$ cat config.mk
export PLATFORM = sky130hd
export DESIGN_NAME = hilo_mac_unit
export DESIGN_NICKNAME = d
export VERILOG_FILES = /design/src/rtl/hilo_pkg.sv /design/src/rtl/hilo_decode.sv /design/src/rtl/hilo_arith.sv /design/src/rtl/hilo_acc_bank.sv /design/src/rtl/hilo_mac_unit.sv
export SDC_FILE = /design/constraint.sdc
export NUM_CORES = 2
export LEC_CHECK = 0
export ABC_AREA = 1
export ABC_CLOCK_PERIOD_IN_PS = 14400
export CORE_MARGIN = 10
export CORE_UTILIZATION = 68
export CTS_CLUSTER_DIAMETER = 30
export DETAILED_ROUTE_END_ITERATION = 16
export DONT_BUFFER_PORTS = 1
export PLACE_DENSITY = 0.84
export SETUP_SLACK_MARGIN = 0.02
export SLEW_MARGIN = 5
export SYNTH_ARGS = -nofsm -noshare
export SYNTH_HDL_FRONTEND = slang
export SYNTH_SLANG_ARGS = --single-unit
$ cat constraint.sdc
create_clock -name clk -period 14.4 [get_ports clk]
set_input_delay 2.16 -clock clk [delete_from_list [all_inputs] [get_ports clk]]
set_output_delay 2.16 -clock clk [all_outputs]
set_load 0.005 [all_outputs]
$ cat src/rtl/hilo_pkg.sv
package hilo_pkg;
  localparam int INSTR_W   = 32;
  localparam int REG_IDX_W = 5;

  localparam int OPC_LSB   = 26;
  localparam int FN_W      = 6;
  localparam int RS_LSB    = 21;
  localparam int RD_LSB    = 11;
  localparam int MF_SEL_LSB = 21;
  localparam int OT_SEL_LSB = 11;

  localparam logic [5:0] OPC_BASE = 6'h00;
  localparam logic [5:0] OPC_EXT2 = 6'h1C;

  localparam logic [5:0] FN_MFHI  = 6'h10;
  localparam logic [5:0] FN_MTHI  = 6'h11;
  localparam logic [5:0] FN_MFLO  = 6'h12;
  localparam logic [5:0] FN_MTLO  = 6'h13;
  localparam logic [5:0] FN_MULS  = 6'h18;
  localparam logic [5:0] FN_MULU  = 6'h19;
  localparam logic [5:0] FN_MADDS = 6'h00;
  localparam logic [5:0] FN_MADDU = 6'h01;
  localparam logic [5:0] FN_MSUBS = 6'h04;
  localparam logic [5:0] FN_MSUBU = 6'h05;

  typedef enum logic [2:0] {
    OP_NONE,
    OP_MFHI,
    OP_MFLO,
    OP_MTHI,
    OP_MTLO,
    OP_MUL,
    OP_MADD,
    OP_MSUB
  } hilo_op_e;
endpackage

$ cat src/rtl/hilo_decode.sv
module hilo_decode
  import hilo_pkg::*;
#(
  parameter int ACC_IDX_W = 2
) (
  input  logic                 clk,
  input  logic                 rst,
  input  logic                 valid_i,
  input  logic [INSTR_W-1:0]   instr_i,
  input  logic                 dsp_en_i,
  output hilo_op_e             op_o,
  output logic                 sgn_o,
  output logic [ACC_IDX_W-1:0] acc_idx_o,
  output logic [REG_IDX_W-1:0] rd_idx_o,
  output logic                 src_zero_o,
  output logic                 we_hi_o,
  output logic                 we_lo_o,
  output logic                 rd_req_o,
  output logic                 exc_o
);
  logic [5:0]           opc;
  logic [FN_W-1:0]      fn;
  logic [REG_IDX_W-1:0] rs_idx;
  hilo_op_e             op;
  logic                 is_mf;
  logic                 no_op;
  logic                 go;
  logic                 unused_fields;

  assign opc    = instr_i[OPC_LSB +: 6];
  assign fn     = instr_i[0 +: FN_W];
  assign rs_idx = instr_i[RS_LSB +: REG_IDX_W];
  assign rd_idx_o = instr_i[RD_LSB +: REG_IDX_W];
  assign unused_fields = ^{instr_i[20:16], instr_i[10:6]};

  always_comb begin
    op    = OP_NONE;
    sgn_o = 1'b0;
    if (opc == OPC_BASE) begin
      unique case (fn)
        FN_MFHI: op = OP_MFHI;
        FN_MFLO: op = OP_MFLO;
        FN_MTHI: op = OP_MTHI;
        FN_MTLO: op = OP_MTLO;
        FN_MULS: begin op = OP_MUL; sgn_o = 1'b1; end
        FN_MULU: op = OP_MUL;
        default: op = OP_NONE;
      endcase
    end else if (opc == OPC_EXT2) begin
      unique case (fn)
        FN_MADDS: begin op = OP_MADD; sgn_o = 1'b1; end
        FN_MADDU: op = OP_MADD;
        FN_MSUBS: begin op = OP_MSUB; sgn_o = 1'b1; end
        FN_MSUBU: op = OP_MSUB;
        default:  op = OP_NONE;
      endcase
    end
  end

  assign op_o  = op;
  assign is_mf = (op == OP_MFHI) || (op == OP_MFLO);

  // The selector position depends on the operation class
  assign acc_idx_o = is_mf ? instr_i[MF_SEL_LSB +: ACC_IDX_W]
                           : instr_i[OT_SEL_LSB +: ACC_IDX_W];

  assign src_zero_o = (rs_idx == '0);
  assign no_op = (op == OP_NONE) || (is_mf && (rd_idx_o == '0));
  assign exc_o = valid_i && !no_op && (acc_idx_o != '0) && !dsp_en_i;
  assign go    = valid_i && !no_op && !exc_o;

  assign we_hi_o  = go && (op == OP_MTHI || op == OP_MUL || op == OP_MADD || op == OP_MSUB);
  assign we_lo_o  = go && (op == OP_MTLO || op == OP_MUL || op == OP_MADD || op == OP_MSUB);
  assign rd_req_o = go && is_mf;


  excl_write_chk: assert property (@(posedge clk) disable iff (rst)
    exc_o |-> !(we_hi_o || we_lo_o || rd_req_o));


  unknown_quiet_chk: assert property (@(posedge clk) disable iff (rst)
    (op_o == OP_NONE) |-> !(we_hi_o || we_lo_o || rd_req_o || exc_o));
endmodule

$ cat src/rtl/hilo_arith.sv
module hilo_arith
  import hilo_pkg::*;
#(
  parameter int DATA_W = 32
) (
  input  hilo_op_e          op_i,
  input  logic              sgn_i,
  input  logic [DATA_W-1:0] a_i,
  input  logic [DATA_W-1:0] b_i,
  input  logic              src_zero_i,
  input  logic [DATA_W-1:0] cur_hi_i,
  input  logic [DATA_W-1:0] cur_lo_i,
  output logic [DATA_W-1:0] new_hi_o,
  output logic [DATA_W-1:0] new_lo_o
);
  localparam int WIDE_W = 2 * DATA_W;

  logic [WIDE_W-1:0] ext_a;
  logic [WIDE_W-1:0] ext_b;
  logic [WIDE_W-1:0] prod;
  logic [WIDE_W-1:0] acc;
  logic [WIDE_W-1:0] res;
  logic [DATA_W-1:0] mt_val;

  assign ext_a = {{DATA_W{sgn_i & a_i[DATA_W-1]}}, a_i};
  assign ext_b = {{DATA_W{sgn_i & b_i[DATA_W-1]}}, b_i};
  // Low 2W bits of the extended product equal the true product in both forms
  assign prod  = ext_a * ext_b;
  assign acc   = {cur_hi_i, cur_lo_i};
  assign mt_val = src_zero_i ? '0 : a_i;

  always_comb begin
    unique case (op_i)
      OP_MUL:  res = prod;
      OP_MADD: res = acc + prod;
      OP_MSUB: res = acc - prod;
      OP_MTHI: res = {mt_val, cur_lo_i};
      OP_MTLO: res = {cur_hi_i, mt_val};
      default: res = acc;
    endcase
  end

  assign new_hi_o = res[WIDE_W-1:DATA_W];
  assign new_lo_o = res[DATA_W-1:0];
endmodule

$ cat src/rtl/hilo_acc_bank.sv
module hilo_acc_bank #(
  parameter int DATA_W  = 32,
  parameter int NUM_ACC = 4,
  localparam int IDX_W  = $clog2(NUM_ACC)
) (
  input  logic              clk,
  input  logic              rst,
  input  logic [IDX_W-1:0]  idx_i,
  input  logic              we_hi_i,
  input  logic              we_lo_i,
  input  logic [DATA_W-1:0] wr_hi_i,
  input  logic [DATA_W-1:0] wr_lo_i,
  output logic [DATA_W-1:0] rd_hi_o,
  output logic [DATA_W-1:0] rd_lo_o
);
  logic [DATA_W-1:0] hi_q [NUM_ACC];
  logic [DATA_W-1:0] lo_q [NUM_ACC];

  always_ff @(posedge clk) begin
    if (rst) begin
      for (int i = 0; i < NUM_ACC; i++) begin
        hi_q[i] <= '0;
        lo_q[i] <= '0;
      end
    end else begin
      if (we_hi_i) hi_q[idx_i] <= wr_hi_i;
      if (we_lo_i) lo_q[idx_i] <= wr_lo_i;
    end
  end

  assign rd_hi_o = hi_q[idx_i];
  assign rd_lo_o = lo_q[idx_i];

  for (genvar g = 0; g < NUM_ACC; g++) begin : g_keep

    hi_keep_chk: assert property (@(posedge clk) disable iff (rst)
      !(we_hi_i && idx_i == IDX_W'(g)) |=> $stable(hi_q[g]));

    lo_keep_chk: assert property (@(posedge clk) disable iff (rst)
      !(we_lo_i && idx_i == IDX_W'(g)) |=> $stable(lo_q[g]));
  end
endmodule

$ cat src/rtl/hilo_mac_unit.sv
module hilo_mac_unit
  import hilo_pkg::*;
#(
  parameter int DATA_W  = 32,
  parameter int NUM_ACC = 4,
  localparam int ACC_IDX_W = $clog2(NUM_ACC)
) (
  input  logic                 clk,
  input  logic                 rst,
  input  logic                 valid_i,
  input  logic [INSTR_W-1:0]   instr_i,
  input  logic [DATA_W-1:0]    rs_val_i,
  input  logic [DATA_W-1:0]    rt_val_i,
  input  logic                 dsp_en_i,
  output logic                 gpr_we_o,
  output logic [REG_IDX_W-1:0] gpr_idx_o,
  output logic [DATA_W-1:0]    gpr_data_o,
  output logic                 dsp_exc_o
);
  hilo_op_e             op;
  logic                 sgn;
  logic [ACC_IDX_W-1:0] acc_idx;
  logic [REG_IDX_W-1:0] rd_idx;
  logic                 src_zero;
  logic                 we_hi, we_lo, rd_req, exc;
  logic [DATA_W-1:0]    cur_hi, cur_lo, new_hi, new_lo;

  hilo_decode #(.ACC_IDX_W(ACC_IDX_W)) u_dec (
    .clk(clk), .rst(rst), .valid_i(valid_i), .instr_i(instr_i),
    .dsp_en_i(dsp_en_i), .op_o(op), .sgn_o(sgn), .acc_idx_o(acc_idx),
    .rd_idx_o(rd_idx), .src_zero_o(src_zero), .we_hi_o(we_hi),
    .we_lo_o(we_lo), .rd_req_o(rd_req), .exc_o(exc)
  );

  hilo_acc_bank #(.DATA_W(DATA_W), .NUM_ACC(NUM_ACC)) u_bank (
    .clk(clk), .rst(rst), .idx_i(acc_idx), .we_hi_i(we_hi), .we_lo_i(we_lo),
    .wr_hi_i(new_hi), .wr_lo_i(new_lo), .rd_hi_o(cur_hi), .rd_lo_o(cur_lo)
  );

  hilo_arith #(.DATA_W(DATA_W)) u_arith (
    .op_i(op), .sgn_i(sgn), .a_i(rs_val_i), .b_i(rt_val_i),
    .src_zero_i(src_zero), .cur_hi_i(cur_hi), .cur_lo_i(cur_lo),
    .new_hi_o(new_hi), .new_lo_o(new_lo)
  );

  always_ff @(posedge clk) begin
    if (rst) begin
      gpr_we_o   <= 1'b0;
      gpr_idx_o  <= '0;
      gpr_data_o <= '0;
      dsp_exc_o  <= 1'b0;
    end else begin
      gpr_we_o  <= rd_req;
      dsp_exc_o <= exc;
      if (rd_req) begin
        gpr_idx_o  <= rd_idx;
        gpr_data_o <= (op == OP_MFHI) ? cur_hi : cur_lo;
      end
    end
  end


  we_after_valid_chk: assert property (@(posedge clk) disable iff (rst)
    gpr_we_o |-> $past(valid_i));

  exc_needs_disable_chk: assert property (@(posedge clk) disable iff (rst)
    dsp_exc_o |-> ($past(valid_i) && !$past(dsp_en_i)));

  exc_no_write_chk: assert property (@(posedge clk) disable iff (rst)
    dsp_exc_o |-> !gpr_we_o);

  no_zero_dest_chk: assert property (@(posedge clk) disable iff (rst)
    gpr_we_o |-> (gpr_idx_o != '0));
endmodule

==> impl_metrics.py <==
metrics = {
    "logic_synthesis": {
        "synth_area_leaders": "fa_1 38%, edfxtp_1 13%, inv_1 12%, nand2_1 10%, ha_1 5.9%",
        "synth_cell_types": 73,
        "synthAdderAreaFrac": 0.4434,
        "synth_xor_area_frac": 0.01983,
        "syn_area_per_cell_um2": 8.145,
        "synth_top_area_cell": "fa_1",
        "synthArstFlopShare": 0,
        "synthMuxAreaShare": 0,
        "synthSimpleGateAreaFrac": 0.1647,
        "synth_edf_count": 256,
        "synth.net_count": 8699,
        "synth-main-ff-cell": "edfxtp_1",
        "synthCells": 7197,
        "yosysMostFrequentCell": "inv_1",
        "synth_compound_area_frac": 0.08499,
        "ys_seq_area_frac": 0.1445,
        "yosysWarnings": 0,
        "synth_top_family_by_area": "adder cells",
        "syn_area_um2": 58620,
        "synth_top_cells_by_count": "1838 x inv_1, 1608 x nand2_1, 1126 x fa_1",
        "netlist.area_leader.share": 0.3845,
        "ys_ff_latch": 295,
    },
    "clock_tree": {
        "cts_root_buf": "clkbuf_16",
        "clockBufferDepth": 3,
        "clkTransAtPathRegs_ps": 70,
        "cts_buffers": 28,
        "worstSkewPairLatency_ps": 570,
        "clock-sinks": 295,
        "htreeDepth": 1,
        "cts_tree": "yes",
        "cts_setup_buffers": 0,
    },
    "sta": {
        "worst_pin_slew_ps": 1110,
        "max_freq_ghz": 0.07259,
        "finalSetupViolCount": 0,
        "report.final.slew_viol_count": 0,
        "hold_viol_final": 0,
        "max_slew_margin": 0.2597,
        "finClkSkew_ps": 19.68,
        "grt_setup_unrepaired": "true",
        "timing.final.crit_period_ps": 13780,
        "post-route-period-util": 0.9566,
        "setup_tns_ps": 0,
    },
    "worst_setup_path": {
        "endpoint": "u_bank.hi_q[1][26]",
        "cp_slowest_stage_delay_ps": 650,
        "end_kind": "register",
        "critical_path_class": "primary input to register",
        "rrSetupSlack_ps": 9260,
        "arrival_ps": 14070,
        "crit_start": "instr_i[29]",
        "rr_worst_depth": 25,
        "r2r_end": "u_bank.hi_q[1][6]",
        "r2r-start": "u_bank.lo_q[0][0]",
        "path_common_cell": "fa_1",
        "required_ps": 14690,
        "critPathMaxFanout": 10,
        "startpoint_type": "primary input",
        "cp_slowest_cell": "fa_1",
    },
    "die": {
        "ios": 139,
        "die-area_um2": 98350,
        "die_h_um": 313.6,
        "coreArea_um2": 85410,
        "die-width_um": 313.6,
        "num_rows": 107,
        "initial_core_util": 0.6863,
    },
    "global_route": {
        "grt_max_degree": 69,
        "grt_pass1_wl_um": 286100,
        "grt_pass1_vias": 52060,
        "grt.overflow.total": 0,
        "grtUsageTotal": 0.3748,
        "antenna_found_initial": 6,
    },
    "route": {
        "ant_nets": 0,
        "wl_um": 182500,
        "drcViolationCount": 0,
        "dr.pass1.iters": 6,
        "wire_per_inst_um": 22.38,
        "vias_per_cell": 5.980,
        "drt-initial-drc-count": 4971,
        "via_count": 48760,
    },
    "placement": {
        "gp_congestion": 1.018,
        "dp_hpwl_um": 143600,
        "io_buffers": 0,
    },
    "cells_and_area": {
        "layout-drive-gt1-share": 0.04183,
        "area_growth_pct": 2.924,
        "fin_nets": 8484,
    },
    "job": {
        "maxCapViolations": 0,
    },
    "min_path": {
        "holdCritPathClass": "register to register",
    },
    "status": {
        "status": "completed",
    },
}
critical path: cells and delay by family:
kind | cells | cell delay, ps
adders and majority gates | 10 | 4960
and+or+nand+nor | 18 | 2920
xor gates and xnor gates | 2 | 550
AOI/OAI and AO/OA | 10 | 2050
buffers and inverters | 9 | 1380
worst min path at each step:
stage	slack [ps]	start	to	cells after the start
after global routing	570	gpr_data_o[13]	gpr_data_o[13]	2
after floorplan	490	gpr_data_o[10]	gpr_data_o[10]	2
after global placement	530	gpr_data_o[31]	gpr_data_o[31]	2
after CTS	550	gpr_data_o[3]	gpr_data_o[3]	2
after detailed placement	520	gpr_data_o[3]	gpr_data_o[3]	2
final	540	gpr_data_o[3]	gpr_data_o[3]	2
metrics by stage:
step,setup slack [ps],std cells,area [um2],utilization,hold slack (ps)
2_1_floorplan,1944,7197,58620,-,487.7
3_3_place_gp,489.4,8096,59390,0.6953,527.8
3_5_place_dp,240.6,8096,59390,0.6953,524.3
4_1_cts,744.0,8148,60300,0.7060,545.2
5_1_grt,11.26,8148,60320,0.7063,569.8
6_report,624.6,8153,60340,0.7064,537.6
layout by cell type (no fill, tap or decap), types with 12 or more instances in the layout:
cell / n
o21ai_0: 132
o211ai_1: 68
o22ai_1: 27
buf_4: 83
a21o_1: 17
nor3_1: 30
nor2_1: 531
inv_2: 35
a22oi_1: 53
ha_1: 276
nand2_1: 1607
clkbuf_16: 29
nand3_1: 81
inv_1: 1839
or2_2: 33
nand4_1: 45
o221ai_1: 49
a22o_1: 12
a21oi_1: 241
dfxtp_1: 39
fa_1: 1126
a31oi_1: 49
xnor2_1: 34
nor4_1: 15
o21ai_1: 15
xor2_1: 95
edfxtp_1: 256
routing by layer:
layer,GRT usage,up-vias,wire (um)
li1,-,21070,-
met3,0.08504,671,20690
met4,0.1847,12,10590
met1,0.4630,23990,65120
met2,0.6186,3009,86010
met5,0,-,73
what timing repair did:
| item | in CTS | in global routing |
|---|---|---|
| gates resized for setup | 0 | 5 |
| endpoints found under the setup margin | 0 | 21 |
| hold buffers | 0 | 0 |
kinds of logic after synthesis:
family | after synthesis
adder cells (fa/ha/maj) | 1402
AO/OA/AOI/OAI | 763
AND/OR/NAND/NOR | 2402
XOR/XNOR | 131
buffers and inverters | 2204
flip-flops | 295
cell type report:
cell class | instances | area (um2)
Multi-Input combinational cell | 4698 | 41840
Fill cell | 6723 | 25080
Antenna cell | 5 | 12.51
Tap cell | 1144 | 1431
Inverter | 1876 | 7046
Clock inverter | 20 | 167.7
Clock buffer | 32 | 747.0
Sequential cell | 295 | 8468
Timing Repair Buffer | 83 | 623.1
sequential cells by signal, indices dropped and copies added, names as in the netlist:
| name | flops |
|---|---|
| gpr_data_o | 32 |
| dsp_exc_o | 1 |
| u_bank.lo_q | 128 |
| u_bank.hi_q | 128 |
| gpr_idx_o | 5 |
| gpr_we_o | 1 |
Power is left out: the tool's default activity adds up to more than one toggle a clock period on the data nets, which glitch-free logic cannot reach.
